[src/rtl/slptmr_pkg.sv]
package slptmr_pkg;
    localparam int DATA_W   = 16;
    localparam int HOLD_W   = 10;
    localparam int TIME_W   = 19;
    localparam int SRC_LSB  = 5;
    localparam int SRC_W    = 2;
    localparam int HI_W     = TIME_W - HOLD_W;

    typedef enum logic [SRC_W-1:0] {
        SRC_HELD = 2'd0,
        SRC_DUR  = 2'd1,
        SRC_TLO  = 2'd2,
        SRC_THI  = 2'd3
    } rd_src_e;
endpackage

[src/rtl/slptmr_post.sv]
module slptmr_post
    import slptmr_pkg::*;
(
    input  logic              clk,
    input  logic              rst_n,
    input  logic              wr_hold,
    input  logic [HOLD_W-1:0] wdata,
    output logic              commit,
    output logic [HOLD_W-1:0] commit_data
);
    typedef struct packed {
        logic              vld;
        logic [HOLD_W-1:0] data;
    } post_t;

    post_t st_d, st_q;

    always_comb begin
        st_d      = st_q;
        st_d.vld  = wr_hold;
        if (wr_hold) begin
            st_d.data = wdata;
        end
    end

    always_ff @(posedge clk or negedge rst_n) begin
        if (!rst_n) begin
            st_q <= '0;
        end else begin
            st_q <= st_d;
        end
    end

    assign commit      = st_q.vld;
    assign commit_data = st_q.data;
endmodule

[src/rtl/slptmr_store.sv]
module slptmr_store
    import slptmr_pkg::*;
(
    input  logic              clk,
    input  logic              rst_n,
    input  logic              sleep_enter,
    input  logic              wake,
    input  logic [HOLD_W-1:0] fine_cnt,
    input  logic              commit,
    input  logic [HOLD_W-1:0] commit_data,
    output logic [HOLD_W-1:0] held,
    output logic              restore_vld,
    output logic [HOLD_W-1:0] restore_data
);
    typedef struct packed {
        logic [HOLD_W-1:0] held;
        logic              rvld;
        logic [HOLD_W-1:0] rdat;
    } store_t;

    store_t st_d, st_q;

    always_comb begin
        st_d      = st_q;
        st_d.rvld = 1'b0;
        if (wake) begin
            // restore wins over a coincident sample; held value kept
            st_d.rvld = 1'b1;
            st_d.rdat = st_q.held;
        end else if (sleep_enter) begin
            // hardware sample wins over a posted software write
            st_d.held = fine_cnt;
        end else if (commit) begin
            st_d.held = commit_data;
        end
    end

    always_ff @(posedge clk or negedge rst_n) begin
        if (!rst_n) begin
            st_q <= '0;
        end else begin
            st_q <= st_d;
        end
    end

    assign held         = st_q.held;
    assign restore_vld  = st_q.rvld;
    assign restore_data = st_q.rdat;
endmodule

[src/rtl/slptmr_rdsel.sv]
module slptmr_rdsel
    import slptmr_pkg::*;
(
    input  rd_src_e           src,
    input  logic [HOLD_W-1:0] held,
    input  logic [HOLD_W-1:0] dsl_dur,
    input  logic [TIME_W-1:0] dsl_time,
    input  logic              dsl_mon,
    output logic [DATA_W-1:0] view
);
    logic [HOLD_W-1:0] pick;

    always_comb begin
        unique case (src)
            SRC_HELD: pick = held;
            SRC_DUR:  pick = dsl_dur;
            SRC_TLO:  pick = dsl_time[HOLD_W-1:0];
            SRC_THI:  pick = HOLD_W'({dsl_mon, dsl_time[TIME_W-1:HOLD_W]});
            default:  pick = held;
        endcase
        view = DATA_W'(pick);
    end
endmodule

[src/rtl/slptmr_hold.sv]
module slptmr_hold
    import slptmr_pkg::*;
(
    input  logic              clk,
    input  logic              rst_n,
    input  logic              bus_wr,
    input  logic              bus_rd,
    input  logic              bus_addr,
    input  logic [DATA_W-1:0] bus_wdata,
    output logic [DATA_W-1:0] bus_rdata,
    input  logic              sleep_enter,
    input  logic              wake,
    input  logic [HOLD_W-1:0] fine_cnt,
    output logic [HOLD_W-1:0] restore_data,
    output logic              restore_vld,
    input  logic [HOLD_W-1:0] dsl_dur,
    input  logic [TIME_W-1:0] dsl_time,
    input  logic              dsl_mon
);
    typedef struct packed {
        rd_src_e           src;
        logic [DATA_W-1:0] rdata;
    } top_t;

    top_t st_d, st_q;

    logic              commit;
    logic [HOLD_W-1:0] commit_data;
    logic [HOLD_W-1:0] held;
    logic [DATA_W-1:0] hold_view;
    logic [DATA_W-1:0] ctrl_view;
    logic              unused_wbits;

    assign unused_wbits = ^{bus_wdata[DATA_W-1:HOLD_W]};

    slptmr_post u_post (
        .clk         (clk),
        .rst_n       (rst_n),
        .wr_hold     (bus_wr && !bus_addr),
        .wdata       (bus_wdata[HOLD_W-1:0]),
        .commit      (commit),
        .commit_data (commit_data)
    );

    slptmr_store u_store (
        .clk          (clk),
        .rst_n        (rst_n),
        .sleep_enter  (sleep_enter),
        .wake         (wake),
        .fine_cnt     (fine_cnt),
        .commit       (commit),
        .commit_data  (commit_data),
        .held         (held),
        .restore_vld  (restore_vld),
        .restore_data (restore_data)
    );

    slptmr_rdsel u_rdsel (
        .src      (st_q.src),
        .held     (held),
        .dsl_dur  (dsl_dur),
        .dsl_time (dsl_time),
        .dsl_mon  (dsl_mon),
        .view     (hold_view)
    );

    always_comb begin
        ctrl_view = '0;
        ctrl_view[SRC_LSB +: SRC_W] = st_q.src;
    end

    always_comb begin
        st_d = st_q;
        if (bus_wr && bus_addr) begin
            st_d.src = rd_src_e'(bus_wdata[SRC_LSB +: SRC_W]);
        end
        if (bus_rd) begin
            st_d.rdata = bus_addr ? ctrl_view : hold_view;
        end
    end

    always_ff @(posedge clk or negedge rst_n) begin
        if (!rst_n) begin
            st_q <= '{src: SRC_HELD, rdata: '0};
        end else begin
            st_q <= st_d;
        end
    end

    assign bus_rdata = st_q.rdata;
endmodule

[config.mk]
export PLATFORM = sky130hd
export DESIGN_NAME = slptmr_hold
export DESIGN_NICKNAME = d
export VERILOG_FILES = /design/src/rtl/slptmr_pkg.sv /design/src/rtl/slptmr_post.sv /design/src/rtl/slptmr_store.sv /design/src/rtl/slptmr_rdsel.sv /design/src/rtl/slptmr_hold.sv
export SDC_FILE = /design/constraint.sdc
export NUM_CORES = 1
export LEC_CHECK = 0
export BUFFER_PORTS_ARGS = -buffer_cell sky130_fd_sc_hd__buf_2
export CAP_MARGIN = 20
export CORE_MARGIN = 10
export CORE_UTILIZATION = 40
export CTS_CLUSTER_SIZE = 8
export DETAILED_ROUTE_END_ITERATION = 8
export GPL_ROUTABILITY_DRIVEN = 0
export PLACE_DENSITY = 0.69
export SKIP_LAST_GASP = 1
export SYNTH_ARGS = -nofsm -noshare
export SYNTH_HDL_FRONTEND = slang
export SYNTH_HIERARCHICAL = 1
export SYNTH_SLANG_ARGS = --single-unit
[constraint.sdc]
create_clock -name clk -period 1.9 [get_ports clk]
set_clock_uncertainty 0.05 [all_clocks]
set_input_delay 0.285 -clock clk [delete_from_list [all_inputs] [get_ports clk]]
set_output_delay 0.285 -clock clk [all_outputs]
set_load 0.005 [all_outputs]
==> key figures <==
Synth
  • Synth Instances: 189
  • #FFs+latches synth: 50
  • Mapped Area: ~2400 µm²
  • Mean Syn Cell Area: 12.9 µm²
  • Synth unique cells: 24
  • Warnings from Yosys: 6
  • Post-synthesis sequential area ratio: just over 50%

STA
  • Setup violators final: 0
  • Slew @ Worst Pin: between 0.5 and 0.6 ns
  • Final Cycle Share: 80.5%
  • Sum of negative setup slack: 0 ns
  • Fin. Hold Viols: 0
  • Slew margin rel.: 62.5%
  • Fin crit period: approximately 1.5 ns
  • Max-slew violation count: 0
  • Hold WS: 0.165 ns
  • Final worst slack: 0.371 ns
  • F_max: 654 MHz
  • RSZ-0062 raised after global routing: false

Layout
  • Storage element area: between 1000 and 1500 µm²
  • FILL cells: roughly 550
  • Antenna Cells: 0
  • Nets: 335
  • Area Overhead vs Synth: 23.9%
  • Share of post-route cells with drive strength above 1: 44.7%
  • Area of the multi-input gates: roughly 1000 µm²

Clock network
  • Post-CTS resize count: 0
  • CTS Sinks: 50
  • Clk pin slew, worst setup/hold paths: 0.09 ns
  • CTS max path bufs: 2
  • Post-CTS setup buffers: 0
  • CTS Buf Count: 5
  • Clock latency on the worst-skew pair: 0.29 ns
  • H-Tree Depth: 2
  • Root buf cell: clkbuf_8
  • CTS tree: built
  • Hold Buf Count CTS: 1

Power and ir drop
  • Switching fraction of total power: approximately a quarter
  • Seq pwr share: 48.6%
  • Power Dens Cells: 928 nW/µm²
  • Internal power: roughly 2.1 mW
  • LEAKAGE: 1.42 nW
  • Combinational share of power: 20.3%
  • Worst vdd ir: 0.416 mV
  • Clk pwr share: 31.1%
  • Switching pwr: around 0.71 mW

Placement
  • Post-place setup slack: 0.360 ns
  • DP HPWL: approximately 4900 µm
  • Buffers on Ports: 83

Worst setup path
  • Crit Path Class: register to register
  • Worst setup EP type: register
  • CP max FO: 5
  • Crit path launch type: register
  • Crit path DAT: 1.64 ns
  • Worst R2R Setup Slack: 0.37 ns
  • WP data required: 2.01 ns

GRT
  • Tot GR Track Use: 13.2%
  • Number of global-route vias before repair: 1966
  • Total gr overflow: 0
  • Largest net degree at the start of global routing: 33
  • Initial antenna violation count: 1
  • First-pass GRT wire length: 10300 µm

Detailed routing
  • Uppermost layer routed: met5
  • Post-route antenna net violation count: 0
  • WL met3: 478 µm
  • DR vias/cell: ~5.0
  • Initial DRC count: 118
  • Routed length per placed instance: 17.5 µm
  • Post-Route M1 WL: 2410 µm
  • Total number of vias: 1742
  • Drt drc: 0
  • Drt first pass iters: 4
  • Final wirelength: 6090 µm
  • Metal2 WL: just over 3000 µm

Floorplanning
  • Die Span X: 98.0 µm
  • Num rows: 28
  • Die height: 98.0 µm
  • Core area: 5920 µm²
  • Boundary Pins: 90
  • Starting Density: 41.1%
  • Die ar.: between 9000 and 10000 µm²

Status
  • Status: finished, final reports clean

Run
  • Max Cap Viol: 0

Min path
  • Type of the worst min-delay path: input pin to register
[cell usage after synthesis]
library cell	count	area (µm²)
dfrtp_1	50	1250
inv_1	15	56.3
nand3b_1	14	105
o21ai_0	13	65.1
mux2_4	12	180
nor2_1	12	45.0
mux2_1	10	113
mux4_2	10	225
o32ai_1	8	70.1
buf_4	7	52.6
o22ai_1	7	43.8
buf_6	6	67.6
buf_2	5	25.0
nor3_1	4	20.0
a21oi_1	3	15.0
nand2b_1	3	18.8
mux2i_1	2	20.0
o22ai_2	2	25.0
clkbuf_2	1	5.00
conb_1	1	3.75
nand2_4	1	11.3
nor2b_1	1	6.26
o21ai_1	1	5.00
or2_1	1	6.26
[logic make-up (layout without fill, tap and decap cells)]
logic type / after synthesis / in the layout / synth area share (%)
flops: 50 / 50 / 51.4
mux: 34 / 34 / 22.1
other cells: 1 / 6 / 0.154
simple gates: 36 / 36 / 8.73
compound gates: 34 / 34 / 9.19
buf+inv: 34 / 113 / 8.47
[path summary, 6_finish.rpt]
path / start / to / depth (start not counted)
max reg2reg: ctrl_view[5] / bus_rdata[9] / 4
max in group asynchronous: rst_n / u_store/held[5] / 3
max: ctrl_view[5] / bus_rdata[9] / 4
min: bus_wdata[0] / u_post/commit_data[0] / 2
min in group asynchronous: rst_n / u_post/commit_data[1] / 2
min reg2reg: u_store/restore_data[9] / u_store/restore_data[9] / 1
[critical path: stages, from the launching register on]
cell and delay [ns]:
dfrtp_1 0.43, buf_4 0.20, mux4_2 0.52, nand3b_1 0.09
o21ai_0 0.09
[registers in the layout (all words and copies together) (netlist names)]
signal and count:
bus_rdata 16, u_store/restore_data 10, u_store/held 10, u_post/commit 1, ctrl_view 2, u_post/commit_data 10, u_store/restore_vld 1
[power groups by stage]
stage          clock network, mW  registers, mW  logic, mW
3_5_place_dp                   0           1.39      0.580
2_1_floorplan                  0           1.34      0.363
6_report                   0.871           1.36      0.569
4_1_cts                    0.893           1.37      0.583
5_1_grt                    0.933           1.39      0.640
3_3_place_gp                   0           1.38      0.565
[stage by stage]
step	total power [mW]	util [%]	cell area, µm²	instances
5_1_grt	2.97	51.0	3020	348
4_1_cts	2.84	51.0	3020	348
6_report	2.80	51.0	3020	348
3_3_place_gp	1.94	48.5	2870	339
3_5_place_dp	1.97	48.5	2870	339
2_1_floorplan	1.71	-	2450	194
[layout make-up]
class	count	share of cell area [%]
clock inverters	3	2.28
repair buffers	90	16.0
clock buffers	5	2.28
well taps	75	3.11
inverters	15	1.86
multi-input cells	110	33.0
flip-flops and latches	50	41.4
[cell usage in the layout (no fill, tap or decap), types with 6 or more instances in the layout]
cell type	count
conb_1	6
mux4_2	10
dfrtp_1	50
o32ai_1	8
o21ai_0	13
o22ai_1	7
mux2_4	12
nand3b_1	14
nor2_1	12
buf_2	83
inv_1	15
mux2_1	10
[routing by layer]
layer  global-route usage (%)  vias to the layer above
met3                     4.44                        8
met5                        0                        -
li1                         -                      834
met2                     22.6                       48
met1                     14.8                      850
met4                     4.92                        2
Note: power is estimated with default switching activity, not from simulation.
